`src/rtl/bcg_pkg.sv`:
```
package bcg_pkg;

    typedef enum logic [2:0] {
        LEN_1,
        LEN_2,
        LEN_4,
        LEN_8,
        LEN_PAGE
    } len_e;

    typedef struct packed {
        len_e       len;
        logic       interleave;
        logic [1:0] cas;
        logic       single_wr;
    } mode_t;

    typedef enum logic {
        ST_IDLE,
        ST_RUN
    } seq_state_e;

endpackage

```
`src/rtl/bcg_mode_reg.sv`:
```
module bcg_mode_reg
    import bcg_pkg::*;
#(
    parameter int KEY_W = 14
) (
    input  logic             clk,
    input  logic             rst_n,
    input  logic             load,
    input  logic [KEY_W-1:0] key,
    output mode_t            mode,
    output logic             err
);
    // Bits allowed to be non-zero: 6:0 and 9
    localparam logic [KEY_W-1:0] KEEP_MASK = KEY_W'(10'h27F);

    mode_t dec;
    logic  len_ok;
    logic  cl_ok;
    logic  legal;

    always_comb begin
        len_ok         = 1'b1;
        cl_ok          = 1'b1;
        dec.len        = LEN_1;
        dec.cas        = 2'd2;
        dec.interleave = key[3];
        dec.single_wr  = key[9];
        unique case (key[2:0])
            3'b000:  dec.len = LEN_1;
            3'b001:  dec.len = LEN_2;
            3'b010:  dec.len = LEN_4;
            3'b011:  dec.len = LEN_8;
            3'b111:  dec.len = LEN_PAGE;
            default: len_ok  = 1'b0;
        endcase
        unique case (key[6:4])
            3'b001:  dec.cas = 2'd1;
            3'b010:  dec.cas = 2'd2;
            3'b011:  dec.cas = 2'd3;
            default: cl_ok   = 1'b0;
        endcase
        legal = len_ok && cl_ok
             && ((key & ~KEEP_MASK) == '0)
             && !((dec.len == LEN_PAGE) && key[3]);
    end

    always_ff @(posedge clk) begin
        if (!rst_n) begin
            mode <= '{len: LEN_1, interleave: 1'b0, cas: 2'd2, single_wr: 1'b0};
            err  <= 1'b0;
        end else if (load) begin
            if (legal) begin
                mode <= dec;
                err  <= 1'b0;
            end else begin
                err  <= 1'b1;
            end
        end
    end

endmodule

```
`src/rtl/bcg_col_map.sv`:
```
module bcg_col_map
    import bcg_pkg::*;
#(
    parameter int COL_W = 9
) (
    input  logic [COL_W-1:0] base,
    input  logic [COL_W-1:0] idx,
    input  len_e             len,
    input  logic             interleave,
    output logic [COL_W-1:0] mask,
    output logic [COL_W-1:0] col
);
    always_comb begin
        unique case (len)
            LEN_1:   mask = '0;
            LEN_2:   mask = COL_W'(1);
            LEN_4:   mask = COL_W'(3);
            LEN_8:   mask = COL_W'(7);
            default: mask = '1;
        endcase
    end

    always_comb begin
        if (interleave)
            col = base ^ (idx & mask);
        else
            col = (base & ~mask) | ((base + idx) & mask);
    end

endmodule

```
`src/rtl/bcg_seq_fsm.sv`:
```
module bcg_seq_fsm
    import bcg_pkg::*;
#(
    parameter int COL_W = 9
) (
    input  logic             clk,
    input  logic             rst_n,
    input  logic             start,
    input  logic [COL_W-1:0] start_col,
    input  logic             wr,
    input  logic             stop,
    input  mode_t            mode,
    input  logic [COL_W-1:0] beat_mask,
    output logic [COL_W-1:0] base_q,
    output logic [COL_W-1:0] idx_q,
    output len_e             len_q,
    output logic             ilv_q,
    output logic             valid,
    output logic             last
);
    seq_state_e       state_q, state_d;
    logic [COL_W-1:0] base_d, idx_d;
    len_e             len_d, eff_len;
    logic             ilv_d;

    assign eff_len = (wr && mode.single_wr) ? LEN_1 : mode.len;

    // state register
    always_ff @(posedge clk) begin
        if (!rst_n) begin
            state_q <= ST_IDLE;
            base_q  <= '0;
            idx_q   <= '0;
            len_q   <= LEN_1;
            ilv_q   <= 1'b0;
        end else begin
            state_q <= state_d;
            base_q  <= base_d;
            idx_q   <= idx_d;
            len_q   <= len_d;
            ilv_q   <= ilv_d;
        end
    end

    // outputs
    always_comb begin
        valid = (state_q == ST_RUN);
        last  = (state_q == ST_RUN) && (len_q != LEN_PAGE) && (idx_q == beat_mask);
    end

    // next state
    always_comb begin
        state_d = state_q;
        base_d  = base_q;
        idx_d   = idx_q;
        len_d   = len_q;
        ilv_d   = ilv_q;
        unique case (state_q)
            ST_IDLE: begin
                if (start) begin
                    state_d = ST_RUN;
                    base_d  = start_col;
                    idx_d   = '0;
                    len_d   = eff_len;
                    ilv_d   = mode.interleave;
                end
            end
            ST_RUN: begin
                if (start) begin
                    base_d = start_col;
                    idx_d  = '0;
                    len_d  = eff_len;
                    ilv_d  = mode.interleave;
                end else if (stop || last) begin
                    state_d = ST_IDLE;
                end else begin
                    idx_d = idx_q + COL_W'(1);
                end
            end
            default: state_d = ST_IDLE;
        endcase
    end

endmodule

```
`src/rtl/burst_col_gen.sv`:
```
module burst_col_gen
    import bcg_pkg::*;
#(
    parameter int COL_W = 9,
    parameter int KEY_W = 14
) (
    input  logic             clk,
    input  logic             rst_n,
    input  logic             mode_load,
    input  logic [KEY_W-1:0] mode_key,
    input  logic             burst_start,
    input  logic [COL_W-1:0] start_col,
    input  logic             burst_write,
    input  logic             burst_stop,
    output logic [COL_W-1:0] col_out,
    output logic             col_valid,
    output logic             col_last,
    output logic [1:0]       cas_lat,
    output logic             burst_interleave,
    output logic             mode_err
);
    mode_t            mode;
    logic [COL_W-1:0] base_q, idx_q, mask, col;
    len_e             len_q;
    logic             ilv_q;

    bcg_mode_reg #(.KEY_W(KEY_W)) mode_i (
        .clk  (clk),
        .rst_n(rst_n),
        .load (mode_load),
        .key  (mode_key),
        .mode (mode),
        .err  (mode_err)
    );

    bcg_seq_fsm #(.COL_W(COL_W)) fsm_i (
        .clk      (clk),
        .rst_n    (rst_n),
        .start    (burst_start),
        .start_col(start_col),
        .wr       (burst_write),
        .stop     (burst_stop),
        .mode     (mode),
        .beat_mask(mask),
        .base_q   (base_q),
        .idx_q    (idx_q),
        .len_q    (len_q),
        .ilv_q    (ilv_q),
        .valid    (col_valid),
        .last     (col_last)
    );

    bcg_col_map #(.COL_W(COL_W)) map_i (
        .base      (base_q),
        .idx       (idx_q),
        .len       (len_q),
        .interleave(ilv_q),
        .mask      (mask),
        .col       (col)
    );

    assign col_out          = col_valid ? col : '0;
    assign cas_lat          = mode.cas;
    assign burst_interleave = mode.interleave;

endmodule

```
`config.mk`:
```
export PLATFORM = sky130hd
export DESIGN_NAME = burst_col_gen
export DESIGN_NICKNAME = d
export VERILOG_FILES = /design/src/rtl/bcg_pkg.sv /design/src/rtl/bcg_mode_reg.sv /design/src/rtl/bcg_col_map.sv /design/src/rtl/bcg_seq_fsm.sv /design/src/rtl/burst_col_gen.sv
export SDC_FILE = /design/constraint.sdc
export NUM_CORES = 1
export LEC_CHECK = 0
export BUFFER_PORTS_ARGS = -buffer_cell sky130_fd_sc_hd__buf_2
export CAP_MARGIN = 20
export CORE_ASPECT_RATIO = 0.9
export CORE_UTILIZATION = 55
export CTS_BUF_LIST = sky130_fd_sc_hd__clkbuf_16
export DETAILED_ROUTE_END_ITERATION = 8
export GPL_ROUTABILITY_DRIVEN = 0
export GPL_TIMING_DRIVEN = 0
export PLACE_DENSITY = 0.81
export SYNTH_ARGS = -nofsm -noshare
export SYNTH_HDL_FRONTEND = slang
export SYNTH_SLANG_ARGS = --single-unit
```
`constraint.sdc`:
```
create_clock -name clk -period 3.1 [get_ports clk]
set_input_delay 0.93 -clock clk [delete_from_list [all_inputs] [get_ports clk]]
set_output_delay 0.93 -clock clk [all_outputs]
set_load 0.05 [all_outputs]
```
==> impl_summary.md, run 1 <==
Floorplanning
The floorplan step set the die width to 68.1 um. The die covers 4190 um^2. The number of top-level pins is 44. Row generation in the floorplan step produced 21 rows. The initial core utilization is 58.0%. The die is 61.5 um tall. In this run the standard cell core region covers 3730 um^2.

Logic synthesis
In this run, synthesis produced a sequential element count of 31. The fraction of the yosys area taken by sequential cells is 28.7%. During synthesis, Yosys emitted a total of 0 warnings. The most used flip-flop cell after synthesis is sky130_fd_sc_hd__dfxtp_1. The number of flops mapped to enable cells by yosys is 0.

A synthesized cell averages 8.48 um^2. The synthesized area is 2160 um^2. Counting distinct cell types in the post-synthesis netlist gives 51. Synthesis produced a netlist with a net count of 302. Synthesis produced a netlist whose cell count is 255. After synthesis, the share of flip-flops with an asynchronous set or reset is 0%.

Placement
In this run the tool buffered the top-level ports with 42 buffer cells. The minimum setup slack after placement is -0.211 ns. The number of instances in the placed design is 343. The HPWL after detailed placement is 3730 um.

Pwr
The worst-case IR drop observed on VDD is 368 uV. The sequential share of power is 42.2%. The proportion of power drawn by combinational gates is 12.2%. The clock network is responsible for 45.7% of the overall power. For this design the total switching power over the nets is 245 uW. The internal power of the cells totals 748 uW.

The switching portion of total power is 24.7%. In this run the static leakage power is 0.00114 uW. The power per unit of standard cell area is 365 nW/um^2.

Timing
The setup slack after layout is -0.255 ns. The count of endpoints failing setup in the final report is 2. The actual slew at the worst max-slew pin is 0.463 ns. The final critical path takes up 108% of the cycle. The smallest clock period supported by the final layout is computed as 3.36 ns. Across all hold checks on the routed design, the worst slack comes to 0.486 ns. The worst clock skew on the final layout is 0.00645 ns.

The hold violation count in the final report is 0. Setup repair after global routing could not meet its margin everywhere. For this run, the top clock speed supported by timing is 298 MHz. The number of max-slew violations in the final report was 0. Headroom to the max-slew limit came out at 69.1%.

CTS
The quantity of hold-fixing buffers added after cts is 0. After clock tree synthesis, the clock-pin slew on the worst setup and hold paths is 0.05 ns. In this run the number of H-tree levels came out at 2. The clock buffer count from CTS is 5. The insertion delay to the later sink of the worst-skew pair is 0.28 ns.

The tree is rooted in a sky130_fd_sc_hd__clkbuf_16. The TritonCTS clock tree is yes. No sink is reached through more buffers than the 2 on the longest clock path. The clock net in this run drives a total of 31 sinks.

Layout
The area growth from synthesis to layout is 25.9%. The library cells used most frequently in the layout, excluding fill and tap cells, are sky130_fd_sc_hd__buf_2 (39), sky130_fd_sc_hd__dfxtp_1 (24), sky130_fd_sc_hd__nor2b_1 (21), sky130_fd_sc_hd__nand2_1 (19). In the final design database the tool counted 355 nets.

The library cell used most frequently in the layout, excluding fill and tap cells, is sky130_fd_sc_hd__buf_2. The filler cells instantiated in the layout total 272. The post-layout instance count excluding filler cells is 355. The fraction of final layout cells with drive strength greater than 1 is 27.8%. The diode insertion count for antenna repair is 0.

Setup path
The largest single stage delay on the critical path is 0.43 ns. The classification of the worst setup path is reg2out. The maximum fanout along the worst path is 4. Walking the worst path, the cells encountered are ha_4 -> nor2b_2 -> o31a_1 -> buf_4 -> o21a_1 -> or3_1 -> a32o_1 -> buf_6. The sum of buffers and inverters on the critical path is 2. The data arrival time of the critical path is 2.43 ns. In this run the critical register-to-register path is captured at fsm_i.idx_q[7]$_SDFFE_PN0P_. STA classifies the critical path startpoint as a flop. The nature of the critical path endpoint is an output port. On the critical path, the stage with the largest delay is an instance of sky130_fd_sc_hd__dfxtp_1. The worst reg2reg path startpoint is fsm_i.len_q[2]$_SDFFE_PN0P_.

The worst setup slack for register-to-register paths is 0.65 ns. At the worst endpoint, the required time is 2.17 ns. The category of cells accounting for the largest share of critical-path delay is compound AO/OA/AOI/OAI gates.

The worst reg-to-reg path cell count is 9.

Detailed routing
Dividing the detail-routed via count by the number of cells gives 5.66. The first-pass detailed-route iteration total is 4. The number of DRC violations after detailed routing is 0.

Wires add up to 5030 um. The via count is 2008. The residual antenna-violating net count after detailed routing is 0. The first routing iteration left 86 violations. The average wire per standard cell is 14.2 um.

Run status
The checks that failed: setup timing. The run finished, with violations left.

Global routing
In the global route stage, overall resource usage came out at 26.5%. The total congestion overflow is 0. The number of global-route vias before repair came to 1808. The wire length of the first global-routing pass is 8020 um. The number of antenna violations at the first check in global routing is 0. Entering global routing, the biggest net connects 11 pins.

Worst hold path
The endpoint of the worst hold-timing path is mode_i.mode[4]$_SDFFE_PN0P_. In this run the most critical hold path is launched from mode_i.mode[4]$_SDFFE_PN0P_. The type of the tightest min-delay check is reg2reg. Along the worst hold path, the cell count comes to 2.

Run
The number of max-capacitance violations reported is 0.
stage by stage:
stage	utilization [%]	TNS [ns]	cell area (um^2)	total power [uW]
6_report	73.0	-0.453	2720	993
5_1_grt	73.0	-0.654	2720	1030
4_1_cts	71.7	-0.435	2680	996
3_5_place_dp	65.5	-0.223	2440	540
3_3_place_gp	65.5	-0.206	2440	537
2_1_floorplan	-	0	2180	501
tightest hold or removal path, stage by stage (launching register included):
cell,delay (ns)
sky130_fd_sc_hd__dfxtp_1,0.30
sky130_fd_sc_hd__nand2b_1,0.06
sky130_fd_sc_hd__a21boi_0,0.07
state kept, by name, summed over array words and instances, names as in the netlist:
| signal | cells |
|---|---|
| fsm_i.len_q | 3 |
| fsm_i.valid | 1 |
| mode_i.err | 1 |
| fsm_i.base_q | 9 |
| fsm_i.ilv_q | 1 |
| mode_i.mode | 7 |
| fsm_i.idx_q | 9 |
worst max path at each step:
stage / from / to / depth (start not counted)
floorplan: fsm_i.idx_q[0]$_SDFFE_PN0P_ / col_out[8] / 8
global placement: fsm_i.idx_q[0]$_SDFFE_PN0P_ / col_out[8] / 9
detailed placement: fsm_i.idx_q[0]$_SDFFE_PN0P_ / col_out[8] / 9
CTS: fsm_i.idx_q[0]$_SDFFE_PN0P_ / col_out[6] / 10
global route: fsm_i.idx_q[0]$_SDFFE_PN0P_ / col_out[6] / 10
finish: fsm_i.base_q[2]$_SDFFE_PN0P_ / col_out[6] / 8
cell type report:
type,instances,area [um^2],share of cell area [%]
Clock inverter,3,12.5,0.459
Inverter,9,33.8,1.24
Buffer,10,51.3,1.88
Timing Repair Buffer,46,260,9.55
Clock buffer,5,125,4.59
Tap cell,46,57.6,2.11
Multi-Input combinational cell,205,1550,56.9
Sequential cell,31,634,23.3
per-layer routing:
metal | GRT usage, % | up-vias | part of all wire, %
met5 | 0 | - | 0
met4 | 10.1 | 0 | 1.8
met3 | 6.48 | 10 | 4.8
met2 | 43.0 | 61 | 45
met1 | 33.9 | 913 | 48
li1 | - | 1024 | -
logic make-up (layout without fill, tap and decap cells):
kind of cell,count (synthesis),after routing,synth area share [%]
AOI/OAI and AO/OA,64,64,21.1
xor gates and xnor gates,5,5,2.02
adders and majority gates,18,18,10.8
buffers and inverters,19,73,3.93
DFF,31,31,28.7
muxes,17,17,7.87
and+or+nand+nor,101,101,25.7
Yosys cell counts, drive strengths merged, types with 2 or more instances:
master   count  area share, %
o211ai       4            1.4
nor4b        3            1.5
dfxtp       31             29
nor3         2           0.46
o21ai       14            3.2
o2111ai      2            1.6
a21boi       5            1.7
or2b         3            1.0
ha          17            9.8
xnor2        2           0.81
or3          8            2.4
nand3b       2           0.69
nand4        2           0.58
clkbuf       5           0.87
mux2i       17            7.9
o21a         4            1.4
inv          9            1.6
nand3       13            3.2
buf          5            1.5
a21oi       19            5.1
a21o         2           0.75
a32o         2           0.93
nand2b       4            1.2
nor2        16            2.8
o221a        2            1.0
o22ai        3           0.87
nand2       19            3.3
nor2b       23            6.7
xor2         3            1.2
power groups by stage:
stage,Combinational [uW],Clock [uW],Sequential [uW]
floorplan,71.0,0,430
global placement,110,0,428
detailed placement,112,0,428
CTS,119,458,419
global route,131,480,419
finish,121,454,419
repair_timing:
action | in CTS | in global routing
endpoints found under the setup margin | 5 | 6
pin swaps | 6 | 3
gates resized for setup | 18 | 13
buffers inserted | 4 | 0
Power figures use the tool's default switching activity.
==> inputs of run 2 (changes only) <==
--- a/config.mk
+++ b/config.mk
@@ -13,6 +13,7 @@
 export DETAILED_ROUTE_END_ITERATION = 8
 export GPL_ROUTABILITY_DRIVEN = 0
 export GPL_TIMING_DRIVEN = 0
+export MAX_ROUTING_LAYER = met4
 export PLACE_DENSITY = 0.81
 export SYNTH_ARGS = -nofsm -noshare
 export SYNTH_HDL_FRONTEND = slang
==> run 2 against run 1 <==
Net effect: the run still ends with setup timing left; wire length decreased by 0.44%; total power is 0.21% lower; hold slack worse by 0.0015 ns; fmax is essentially flat; sequential share of layout area stayed put; critical path type unchanged; non-clock buffer count unchanged; first-iteration DRC count increased by 8.1%; design area is the same.
==> impl_summary.md, run 2 (same netlist as run 1, synthesis figures left out) <==
Run status
The run finished, with violations left. The checks that failed: setup timing.

Floorplanning
The die outline width is 68.1 um (unchanged). The total die area was 4190 um^2 (unchanged). The floorplan core area is 3730 um^2 (unchanged). The vertical die dimension is 61.5 um (unchanged). The total number of placement rows came to 21 (unchanged). The number of top-level pins came to 44 (unchanged). The initial core utilization came to 58.0% (unchanged).

Placement
The HPWL after detailed placement was 3730 um (unchanged). The minimum setup slack after placement came to -0.211 ns (unchanged). The number of buffers inserted by port buffering is 42 (unchanged).

CTS
TritonCTS built the clock tree. The clock buffer count from CTS came to 5 (unchanged). The root buffer cell chosen for the clock tree is sky130_fd_sc_hd__clkbuf_16.

The quantity of hold-fixing buffers added after cts is 0 (unchanged). The maximum clock insertion buffer count is 2 (unchanged). The H-tree depth was 2 (unchanged). The clock-pin transition on the worst setup and hold timing paths came to 0.05 ns (about the same). The insertion delay to the later sink of the worst-skew pair is 0.27 ns (about the same). The number of clock sinks seen by CTS came to 31 (unchanged).

Timing
The aggregate negative setup slack is -0.454 ns (-0.00114 ns). The maximum frequency from static timing analysis is 298 MHz (about the same). The setup slack after layout came to -0.255 ns (+0.0000570 ns). The final period demand of the worst path is 3.36 ns (-0.0000570 ns). The share of the clock period used by the worst path was 108% (about the same).

The hold violation count in the final report is 0 (unchanged). The number of max-slew violations in the final report is 0 (unchanged). The actual slew at the worst max-slew pin is 0.464 ns (+0.000824 ns).

The count of endpoints failing setup in the final report was 2 (unchanged). The max-slew headroom at the worst pin is 69.1% (about the same). Setup repair after global routing could not meet its margin everywhere. The worst clock skew on the final layout is 0.00548 ns (-0.000970 ns).

Layout
The area occupied by multi-input gates was 1550 um^2 (unchanged). The count of fill cells added during filler insertion is 272 (unchanged). The net count reported at finish is 355 (unchanged). In the final layout, the registers with the most flip-flops are fsm_i.base_q x9, fsm_i.idx_q x9, mode_i.mode x7. The diode insertion count for antenna repair is 0 (unchanged). The fraction of final layout cells with drive strength greater than 1 is 27.8% (unchanged). In the layout the commonest cells are sky130_fd_sc_hd__buf_2 (39), sky130_fd_sc_hd__dfxtp_1 (24), sky130_fd_sc_hd__nor2b_1 (21), sky130_fd_sc_hd__nand2_1 (19). The register cell area after layout is 634 um^2 (unchanged).

The area added between synthesis and finish is 25.9% (unchanged). Leaving out fill and tap cells, the most frequent cell in the layout is sky130_fd_sc_hd__buf_2.

Setup path
The worst reg-to-reg path cell count is 9 (unchanged). The classification of the worst setup path is reg2out. The data arrival time of the critical path is 2.43 ns (about the same). The worst setup path is launched from a flop. The maximum fanout along the worst path is 4 (unchanged). The worst setup path is captured at an output port. The worst endpoint required time was 2.17 ns (about the same).

Pwr
The power per unit of standard cell area is 364 nW/um^2 (-0.21%). The maximum ir drop on the vdd rail came to 365 uV (-0.82%). The standby leakage power is 0.00114 uW (unchanged).

The post-route total power was 991 uW (-0.21%).

Detailed routing
The sum of routed wire length over all layers came to 5010 um (-0.44%). The number of violations reported at the end of detailed-routing iteration 0 was 93 (+8.1%). The via count came to 2024 (+0.80%). The average wire per standard cell is 14.1 um (-0.44%). The residual antenna-violating net count after detailed routing was 0 (unchanged). The mean number of vias per cell is 5.70 (+0.80%). The number of DRC violations after detailed routing is 0 (unchanged).

The first-pass detailed-route iteration total is 4 (unchanged).

Global routing
The number of global-route vias before repair came to 1806 (-0.11%). The maximum number of pins on one net before global-route repair is 11 (unchanged). The number of antenna violations at the first check in global routing is 0 (unchanged). The overall routing resource usage is 27.3% (+0.85 points). The total congestion overflow is 0 (unchanged).

The wire length of the first global-routing pass came to 8030 um (about the same).

Run
The number of max-capacitance violations reported is 0 (unchanged).

Worst hold path
The type of the tightest min-delay check is reg2reg. The instance count along the most critical hold path came to 2 (unchanged).
==> run 2: what timing repair did <==
action	in CTS	in global routing
resized for setup	18	13
setup endpoints to repair	5	6
gates cloned	0	0
pin swaps	6	3
buffers inserted	4	0
==> run 2: layout make-up <==
type	count	share of cell area, %
sequential	31	23.3
tap	46	2.11
timing repair buffer	46	9.55
clock buffer	5	4.59
clock inverter	3	0.459
inverter	9	1.24
multi-input combinational	205	56.9
buffer	10	1.88
==> run 2: final timing paths <==
kind                                start                          end  slack, ns
min           mode_i.mode[4]$_SDFFE_PN0P_  mode_i.mode[4]$_SDFFE_PN0P_       0.48
max reg2reg   fsm_i.len_q[2]$_SDFFE_PN0P_  fsm_i.idx_q[7]$_SDFFE_PN0P_       0.64
min reg2reg   mode_i.mode[4]$_SDFFE_PN0P_  mode_i.mode[4]$_SDFFE_PN0P_       0.48
max          fsm_i.base_q[2]$_SDFFE_PN0P_                   col_out[6]      -0.26
==> run 2: worst max-delay path, stage by stage (launching register included) <==
cell                      delay [ns]
sky130_fd_sc_hd__dfxtp_1        0.43
sky130_fd_sc_hd__ha_4           0.24
sky130_fd_sc_hd__nor2b_2        0.15
sky130_fd_sc_hd__o31a_1         0.31
sky130_fd_sc_hd__buf_4          0.15
sky130_fd_sc_hd__o21a_1         0.17
sky130_fd_sc_hd__or3_1          0.31
sky130_fd_sc_hd__a32o_1         0.24
sky130_fd_sc_hd__buf_6          0.15
==> run 2: where the power goes <==
part	switching [uW]	internal [uW]	total, uW	leakage, uW
clock network	163	289	452	0.0000762
logic	68.8	52.1	121	0.000812
registers	11.5	407	419	0.000256
total	243	748	991	0.00114
==> run 2: layer usage <==
metal | up-vias | track usage, % | part of all wire, % | wire [um]
met2 | 63 | 43.0 | 46 | 2300
met1 | 925 | 33.9 | 47 | 2340
met5 | - | - | 0 | 0
met4 | 0 | 10.1 | 1.8 | 89
li1 | 1026 | - | - | -
met3 | 10 | 6.48 | 5.6 | 281
==> run 2: per-stage QoR <==
step           utilization (%)  hold WS, ns  std cells  instance area, um^2
6_report                  73.0        0.485        355                 2720
3_3_place_gp              65.5        0.465        343                 2440
2_1_floorplan                -        0.455        255                 2180
4_1_cts                   71.7        0.483        355                 2680
3_5_place_dp              65.5        0.479        343                 2440
5_1_grt                   73.0        0.534        355                 2720
==> inputs of run 3 (changes only) <==
--- a/config.mk
+++ b/config.mk
@@ -15,6 +15,7 @@
 export GPL_TIMING_DRIVEN = 0
 export MAX_ROUTING_LAYER = met4
 export PLACE_DENSITY = 0.81
+export SETUP_SLACK_MARGIN = 0.05
 export SYNTH_ARGS = -nofsm -noshare
 export SYNTH_HDL_FRONTEND = slang
 export SYNTH_SLANG_ARGS = --single-unit
==> run 3 against run 2 <==
Net effect: the flow still finishes with violations (setup timing); sequential share of layout area decreased by 0.57 points; cell count increased by 0.85%; design area increased by 2.3%; critical path type unchanged; critical endpoint unchanged; largest cell class unchanged.
==> impl_summary.md, run 3 (same netlist as run 1, synthesis figures left out) <==
Pwr
The internal power component is 837 uW (+12%). The switching portion of total power is 23.1% (-1.4 points). The standby leakage power is 0.00118 uW (+3.3%). The maximum ir drop on the vdd rail is 419 uV (+15%). The sequential share of power is 38.5% (-3.7 points). The power per unit of standard cell area was 391 nW/um^2 (+7.3%). The switching power of the nets came to 251 uW (+3.5%). The proportion of power drawn by combinational gates is 11.7% (-0.5 points).

The share of total power in the clock network is 49.8% (+4.2 points).

Layout
The fraction of the core area covered by cells at the end of the flow is 74.7% (+1.7 points). The diode insertion count for antenna repair was 0 (unchanged). The largest registers in the layout are fsm_i.base_q x9, fsm_i.idx_q x9, mode_i.mode x7.

The area added between synthesis and finish is 28.8%. The fraction of final layout cells with drive strength greater than 1 was 29.5% (+1.7 points). In the layout the commonest cells are sky130_fd_sc_hd__buf_2 (39), sky130_fd_sc_hd__dfxtp_1 (25), sky130_fd_sc_hd__nor2b_1 (21), sky130_fd_sc_hd__nand2_1 (19). Leaving out fill and tap cells, the most frequent cell in the layout is sky130_fd_sc_hd__buf_2. The net count reported at finish is 358 (+0.85%).

Floorplanning
The floorplan core area is 3730 um^2 (unchanged). The total number of placement rows is 21 (unchanged). The initial core utilization is 58.0% (unchanged).

The number of top-level pins is 44 (unchanged). The total die area came to 4190 um^2 (unchanged). The die outline width came to 68.1 um (unchanged). The vertical die dimension is 61.5 um (unchanged).

Timing
The worst clock skew on the final layout came to 0.00477 ns (-0.000717 ns). The maximum frequency from static timing analysis is 304 MHz (+2.0%). The share of the clock period used by the worst path is 106% (-2.1 points). The actual slew at the worst max-slew pin is 0.443 ns (-0.0210 ns). The hold violation count in the final report is 0 (unchanged). The final period demand of the worst path is 3.29 ns (-0.0660 ns).

The max-slew headroom at the worst pin is 70.5% (+1.4 points). The setup slack after layout came to -0.189 ns (+0.0660 ns). Setup repair after global routing could not meet its margin everywhere. The number of max-slew violations in the final report is 0 (unchanged).

The count of endpoints failing setup in the final report is 3 (+1).

Setup path
Walking the worst path, the cells encountered are ha_4 -> inv_2 -> fa_2 -> nor2b_2 -> o31a_1 -> o21a_1 -> or3_1 -> a32o_2 -> buf_6. The maximum fanout along the worst path is 4 (unchanged). The worst endpoint required time was 2.17 ns (about the same). The category of cells accounting for the largest share of critical-path delay is compound AO/OA/AOI/OAI gates.

The kind of start point of the critical path is a flop. The sum of buffers and inverters on the critical path is 2 (unchanged). The setup path with the least slack is of type reg2out. The data arrival time of the critical path is 2.36 ns (-0.07 ns).

The maximum cell stage delay along the critical path is 0.36 ns (-0.07 ns). The largest individual stage delay along the critical path comes from the cell sky130_fd_sc_hd__dfxtp_4. The logic depth of the worst path, buffers included is 9 (+1). The worst reg-to-reg path cell count is 10 (+1). The worst setup path is captured at an output port.

Global routing
The wire length of the first global-routing pass came to 8400 um (+4.6%). The number of antenna violations at the first check in global routing is 0 (unchanged). The maximum number of pins on one net before global-route repair is 11 (unchanged).

The number of global-route vias before repair is 1825 (+1.1%). The overall routing resource usage is 29.0% (+1.7 points). The total congestion overflow is 0 (unchanged).

CTS
TritonCTS built the clock tree. The clock-pin transition on the worst setup and hold timing paths came to 0.05 ns (about the same). The insertion delay to the later sink of the worst-skew pair is 0.28 ns (about the same). The clock buffer count from CTS is 5 (unchanged). The maximum clock insertion buffer count is 2 (unchanged). The number of clock sinks seen by CTS is 31 (unchanged). The clock root buffer master is sky130_fd_sc_hd__clkbuf_16. The quantity of hold-fixing buffers added after cts is 0 (unchanged).

The H-tree depth is 2 (unchanged).

Detailed routing
The average wire per standard cell is 15.3 um (+8.3%). The mean number of vias per cell was 5.90 (+3.4%). The first-pass detailed-route iteration total is 4 (unchanged). The number of violations reported at the end of detailed-routing iteration 0 is 76 (-18%). The sum of routed wire length over all layers came to 5470 um (+9.2%). The residual antenna-violating net count after detailed routing was 0 (unchanged). The number of DRC violations after detailed routing is 0 (unchanged). The via count is 2111 (+4.3%).

Run status
The flow ran to the end, but the final reports show violations. The checks that failed: setup timing.

Worst hold path
The instance count along the most critical hold path is 2 (unchanged). The type of the tightest min-delay check is reg2reg.

Placement
The minimum setup slack after placement came to -0.116 ns (+0.0946 ns). The number of buffers inserted by port buffering is 42 (unchanged). The HPWL after detailed placement is 3870 um (+3.8%).

Run
The number of max-capacitance violations reported came to 0 (unchanged).
run 3: cell count changes in the layout (fill, tap and decap cells not counted), sizes merged:
cell,before,now
buf,50,54
inv,11,9
clkinv,1,2
bufinv,0,1
clkbuf,11,10
run 3: worst min-delay path: cells and delay by family, from the launching register on:
| kind | cells | cell delay [ns] |
|---|---|---|
| simple gates | 1 | 0.06 |
| flops | 1 | 0.31 |
| compound gates | 1 | 0.07 |
run 3: metrics by stage:
step	hold WS, ns	power (uW)	instances	setup TNS [ns]	cell area (um^2)
after floorplan	0.455	500	255	0	2180
after global placement	0.465	537	343	-0.105	2450
after detailed placement	0.480	540	343	-0.146	2450
after CTS	0.484	1090	356	-0.314	2720
after global routing	0.515	1130	358	-0.620	2790
final	0.488	1090	358	-0.377	2790
run 3: layout make-up:
cell class | count | area, um^2
Clock buffer | 5 | 125
Timing Repair Buffer | 49 | 294
Inverter | 9 | 33.8
Buffer | 10 | 52.6
Clock inverter | 3 | 38.8
Multi-Input combinational cell | 205 | 1550
Tap cell | 46 | 57.6
Sequential cell | 31 | 633
Fill cell | 259 | 945
run 3: per-layer routing:
metal  track usage [%]  up-vias  part of all wire, %
li1                  -     1033                    -
met1              33.7      987                   43
met2              48.5       79                   50
met3              7.41       12                  5.5
met4              9.82        0                  2.0
met5                 -        -                    0
run 3: final timing paths:
kind / from / to / slack [ns]
max: fsm_i.idx_q[0]$_SDFFE_PN0P_ / col_out[6] / -0.19
min: mode_i.mode[5]$_SDFFE_PN0P_ / mode_i.mode[5]$_SDFFE_PN0P_ / 0.49
max reg2reg: fsm_i.len_q[2]$_SDFFE_PN0P_ / fsm_i.idx_q[7]$_SDFFE_PN0P_ / 0.56
min reg2reg: mode_i.mode[5]$_SDFFE_PN0P_ / mode_i.mode[5]$_SDFFE_PN0P_ / 0.49
run 3: power by group through the flow:
| stage | Clock [uW] | Combinational, uW | Sequential [uW] |
|---|---|---|---|
| final | 542 | 128 | 419 |
| after CTS | 548 | 122 | 419 |
| after global routing | 567 | 139 | 420 |
| after global placement | 0 | 110 | 427 |
| after detailed placement | 0 | 113 | 427 |
| after floorplan | 0 | 71.1 | 429 |
run 3: what timing repair did:
item	CTS	global route
gates resized for setup	19	16
setup buffers	5	2
pin swaps	9	6
endpoints found under the hold margin	0	0
endpoints found under the setup margin	5	8
